$ cat src/rtl/swbr_pkg.sv
package swbr_pkg;
  typedef enum logic {
    PH_IDLE = 1'b0,
    PH_BIT  = 1'b1
  } phase_e;
endpackage

$ cat src/rtl/swbr_sync.sv
module swbr_sync #(
  parameter int STAGES = 2
) (
  input  logic clk_i,
  input  logic rst_ni,
  input  logic d_i,
  output logic q_o
);
  logic [STAGES-1:0] chain_q;

  generate
    for (genvar s = 0; s < STAGES; s++) begin : g_stage
      if (s == 0) begin : g_first
        always_ff @(posedge clk_i) begin
          if (!rst_ni) chain_q[0] <= 1'b1;
          else         chain_q[0] <= d_i;
        end
      end else begin : g_next
        always_ff @(posedge clk_i) begin
          if (!rst_ni) chain_q[s] <= 1'b1;
          else         chain_q[s] <= chain_q[s-1];
        end
      end
    end
  endgenerate

  assign q_o = chain_q[STAGES-1];
endmodule

$ cat src/rtl/swbr_timer.sv
module swbr_timer
  import swbr_pkg::*;
#(
  parameter int PERIOD_CYC = 16,
  parameter int LOW_CYC    = 3,
  parameter int CW         = $clog2(PERIOD_CYC)
) (
  input  logic          clk_i,
  input  logic          rst_ni,
  input  logic          start_i,
  output logic          busy_o,
  output logic [CW-1:0] cnt_o,
  output logic          oe_o
);
  localparam logic [CW-1:0] LastCnt = CW'(PERIOD_CYC - 1);
  localparam logic [CW-1:0] RelCnt  = CW'(LOW_CYC - 1);

  phase_e        ph_q;
  logic [CW-1:0] cnt_q;
  logic          oe_q;
  logic          accept;

  // A strobe is taken when idle or in the final cycle of a bit period.
  assign accept = start_i && ((ph_q == PH_IDLE) || (cnt_q == LastCnt));

  always_ff @(posedge clk_i) begin
    if (!rst_ni) begin
      ph_q  <= PH_IDLE;
      cnt_q <= '0;
    end else if (accept) begin
      ph_q  <= PH_BIT;
      cnt_q <= '0;
    end else if (ph_q == PH_BIT) begin
      if (cnt_q == LastCnt) begin
        ph_q  <= PH_IDLE;
        cnt_q <= '0;
      end else begin
        cnt_q <= cnt_q + 1'b1;
      end
    end
  end

  always_ff @(posedge clk_i) begin
    if (!rst_ni)                                 oe_q <= 1'b0;
    else if (accept)                             oe_q <= 1'b1;
    else if (ph_q == PH_BIT && cnt_q == RelCnt)  oe_q <= 1'b0;
  end

  assign busy_o = (ph_q == PH_BIT);
  assign cnt_o  = cnt_q;
  assign oe_o   = oe_q;
endmodule

$ cat src/rtl/swbr_sampler.sv
module swbr_sampler #(
  parameter int CW      = 4,
  parameter int CAP_CYC = 12
) (
  input  logic          clk_i,
  input  logic          rst_ni,
  input  logic          busy_i,
  input  logic [CW-1:0] cnt_i,
  input  logic          line_i,
  output logic          bit_o,
  output logic          valid_o
);
  localparam logic [CW-1:0] CapCnt = CW'(CAP_CYC);

  logic bit_q, valid_q;

  always_ff @(posedge clk_i) begin
    if (!rst_ni) begin
      bit_q   <= 1'b0;
      valid_q <= 1'b0;
    end else if (busy_i && cnt_i == CapCnt) begin
      bit_q   <= line_i;
      valid_q <= 1'b1;
    end else begin
      valid_q <= 1'b0;
    end
  end

  assign bit_o   = bit_q;
  assign valid_o = valid_q;
endmodule

$ cat src/rtl/sw_bit_reader.sv
module sw_bit_reader #(
  parameter int LOW_CYC     = 3,
  parameter int SAMPLE_CYC  = 10,
  parameter int PERIOD_CYC  = 16,
  parameter int SYNC_STAGES = 2
) (
  input  logic clk_i,
  input  logic rst_ni,
  input  logic start_i,
  output logic pin_oe_o,
  output logic pin_o,
  input  logic pin_i,
  output logic rx_bit_o,
  output logic rx_valid_o
);
  localparam int CW      = $clog2(PERIOD_CYC);
  localparam int CAP_CYC = SAMPLE_CYC + SYNC_STAGES;

  logic          busy;
  logic [CW-1:0] cnt;
  logic          line_s;

  swbr_timer #(
    .PERIOD_CYC(PERIOD_CYC),
    .LOW_CYC   (LOW_CYC),
    .CW        (CW)
  ) timer_i (
    .clk_i  (clk_i),
    .rst_ni (rst_ni),
    .start_i(start_i),
    .busy_o (busy),
    .cnt_o  (cnt),
    .oe_o   (pin_oe_o)
  );

  swbr_sync #(.STAGES(SYNC_STAGES)) sync_i (
    .clk_i (clk_i),
    .rst_ni(rst_ni),
    .d_i   (pin_i),
    .q_o   (line_s)
  );

  swbr_sampler #(.CW(CW), .CAP_CYC(CAP_CYC)) sampler_i (
    .clk_i  (clk_i),
    .rst_ni (rst_ni),
    .busy_i (busy),
    .cnt_i  (cnt),
    .line_i (line_s),
    .bit_o  (rx_bit_o),
    .valid_o(rx_valid_o)
  );

  assign pin_o = 1'b0;
endmodule

$ cat config.mk
export PLATFORM = sky130hd
export DESIGN_NAME = sw_bit_reader
export DESIGN_NICKNAME = d
export VERILOG_FILES = /design/src/rtl/swbr_pkg.sv /design/src/rtl/swbr_sync.sv /design/src/rtl/swbr_timer.sv /design/src/rtl/swbr_sampler.sv /design/src/rtl/sw_bit_reader.sv
export SDC_FILE = /design/constraint.sdc
export NUM_CORES = 1
export LEC_CHECK = 0
export ABC_CLOCK_PERIOD_IN_PS = 1400
export BUFFER_PORTS_ARGS = -buffer_cell sky130_fd_sc_hd__buf_4
export CAP_MARGIN = 20
export CORE_AREA = 8 8 45 47
export CTS_CLUSTER_DIAMETER = 100
export DETAILED_ROUTE_END_ITERATION = 10
export DIE_AREA = 0 0 53 55
export GPL_ROUTABILITY_DRIVEN = 0
export SLEW_MARGIN = 5
export SYNTH_ARGS = -nofsm -noshare
export SYNTH_HDL_FRONTEND = slang
export SYNTH_SLANG_ARGS = --single-unit
$ cat constraint.sdc
create_clock -name clk_i -period 1.4 [get_ports clk_i]
set_input_delay 0.28 -clock clk_i [delete_from_list [all_inputs] [get_ports clk_i]]
set_output_delay 0.28 -clock clk_i [all_outputs]
set_load 0.01 [all_outputs]
==> run metrics <==
status=complete, no violations; #FFs+latches synth=10; Layout area overhead=15.1%; Core ar.=0.00138 mm^2; CP Class=flop to flop; sequential area share after synthesis=between 40% and 50%; final core utilization=39.3%; die area=0.00292 mm^2; num ports=8; largest net degree at the start of global routing=11; Main synth FF type=dfxtp_1; clk sinks=10; Worst Skew=approximately 0.00096 ns; Die W=53 um; CP Cell Sequence=ha_1, nand4_1, nand3_2, nor2_1; dpl ws=about 0.23 ns; final hold viol count=0; Mapped Nets=55; DR WL/cell=10.9 um; hold-fix buffers at CTS=0; H-tree depth=1; initial core utilization=34.2%; Routed Wire Length=777 um; post-route cell area=~540 um^2; CTS buffer count=3; initial antenna violation count=0; DP HPWL=585 um; worst-case clock buffer depth=2; Data arrival, critical path=roughly 1.4 ns; Critical Path RT=1.56 ns; Vias/cell=4.75; max-slew violations=0; top cell type's share of synthesized area=between 40% and 50%; vias in the first global route=~350; GRT Util Overall=6.97%; unrepaired setup endpoints after global routing=no; clock-pin slew on the worst setup and hold paths=about 0.07 ns; ys async rst share=0%; total gr overflow=0; chip height=55 um; setup bufs post-CTS=0; CP Capture Type=flop; post-CTS sizing=0; startpoint types=flop; Total Power=0.000610 W; Setup WS post-layout=between 0.2 and 0.25 ns; Vias=337; Final Setup Violations=0; synthesized area=473 um^2; CP max FO=5; placed instance area=508 um^2; Distinct cells, synth=23; Area contributors post-synth=dfxtp_1, ha_1, buf_6; Post-Syn Area per Cell=9.85 um^2; EDFF count, synth=0; fin nets=63; share of cells above drive strength 1=29.1%; DR iter-0 viols=4; PortBufs=6; cells after synthesis=48; PwrDens=1120 mW/mm^2; VDD IR-drop max=0.000652 V; f_max=around 0.84 GHz; post-route ant nets=0; max_cap viols=0; std cell rows=14; Slowest-stage cell, CP=dfxtp_1; DRT Pass-1 Iters=2; Remaining DRCs=0; P_leak=0.235 nW; top cells by instance count after synthesis=dfxtp_1, nor2_1, ha_1, inv_1, nand3_1; root cell of the clock tree=clkbuf_4; CTS tree=done; cell taking the most area after synthesis=dfxtp_1; worst skew pair latency=between 0.2 and 0.3 ns; most frequent cell after synthesis=dfxtp_1; Synth Warn #=0; # diodes=0; slowest stage delay, CP=0.43 ns; FF-to-FF setup slack=0.21 ns; setup total negative slack=0 ns; min cycle time layout=1.19 ns; fin crit share=a little over four fifths; global-route wire length before repair=1.39 mm; Min-Delay Path Class=primary input to flop
-- placed cells by master (no fill, tap or decap), types with 2 or more instances in the layout --
| cell type | n |
|---|---|
| dfxtp_1 | 10 |
| nor2_1 | 6 |
| nand3_1 | 3 |
| a21oi_1 | 2 |
| mux2i_1 | 2 |
| buf_4 | 6 |
| inv_1 | 3 |
| nand2_1 | 2 |
| nand2b_1 | 2 |
| ha_1 | 3 |
| clkbuf_4 | 3 |
-- state kept, by name, indices dropped and copies added (netlist names) --
register,flops
sampler_i.bit_o,1
sync_i.chain_q,1
sync_i.q_o,1
timer_i.cnt_o,4
timer_i.busy_o,1
sampler_i.valid_o,1
timer_i.oe_o,1
-- per-layer routing --
metal  vias up  wire [um]  GRT usage (%)
met1       154        361           6.91
met5         -          0              0
met3         2         72           5.88
met4         0          8           3.88
met2         8        334           9.96
li1        173          -              -
-- worst max-delay path: cells and delay by family, from the launching register on --
family | cells | cell delay, ns
flip-flops | 1 | 0.43
AND/OR/NAND/NOR | 3 | 0.40
adder cells (fa/ha/maj) | 1 | 0.26
-- kinds of logic after synthesis --
group,after synthesis,synth area share [%]
other,1,0.793
buffers and inverters,6,8.73
flip-flops,10,42.3
AND/OR/NAND/NOR,19,25.4
AO/OA/AOI/OAI,6,8.73
adder cells (fa/ha/maj),3,7.94
XOR/XNOR,1,1.85
multiplexers,2,4.23
-- cell type report --
cell class / instances / area, um^2
Clock buffer: 4 / 36.3
Fill cell: 144 / 840
Inverter: 3 / 11.3
Multi-Input combinational cell: 32 / 231
Tap cell: 16 / 20.0
Timing Repair Buffer: 6 / 45.0
Sequential cell: 10 / 200
-- through the flow --
step	hold WS, ns	cells
floorplan	0.353	48
global placement	0.389	67
detailed placement	0.394	67
CTS	0.183	71
global route	0.181	71
finish	0.192	71
-- final timing paths --
path | startpoint | end | cells after the start
hold / removal | pin_i | sync_i.chain_q[0] | 2
hold reg to reg | sync_i.chain_q[0] | sync_i.q_o | 1
setup reg to reg | timer_i.cnt_o[0] | timer_i.cnt_o[2] | 4
setup / recovery | timer_i.cnt_o[0] | timer_i.cnt_o[2] | 4
-- power by group --
group	leakage, nW	switching (W)	total [W]	internal (W)
registers	0.0818	0.0000113	0.000305	0.000294
clock network	0.0210	0.000103	0.000261	0.000158
logic	0.132	0.0000209	0.0000436	0.0000227
total	0.235	0.000135	0.000610	0.000474
Power figures use the tool's default switching activity.
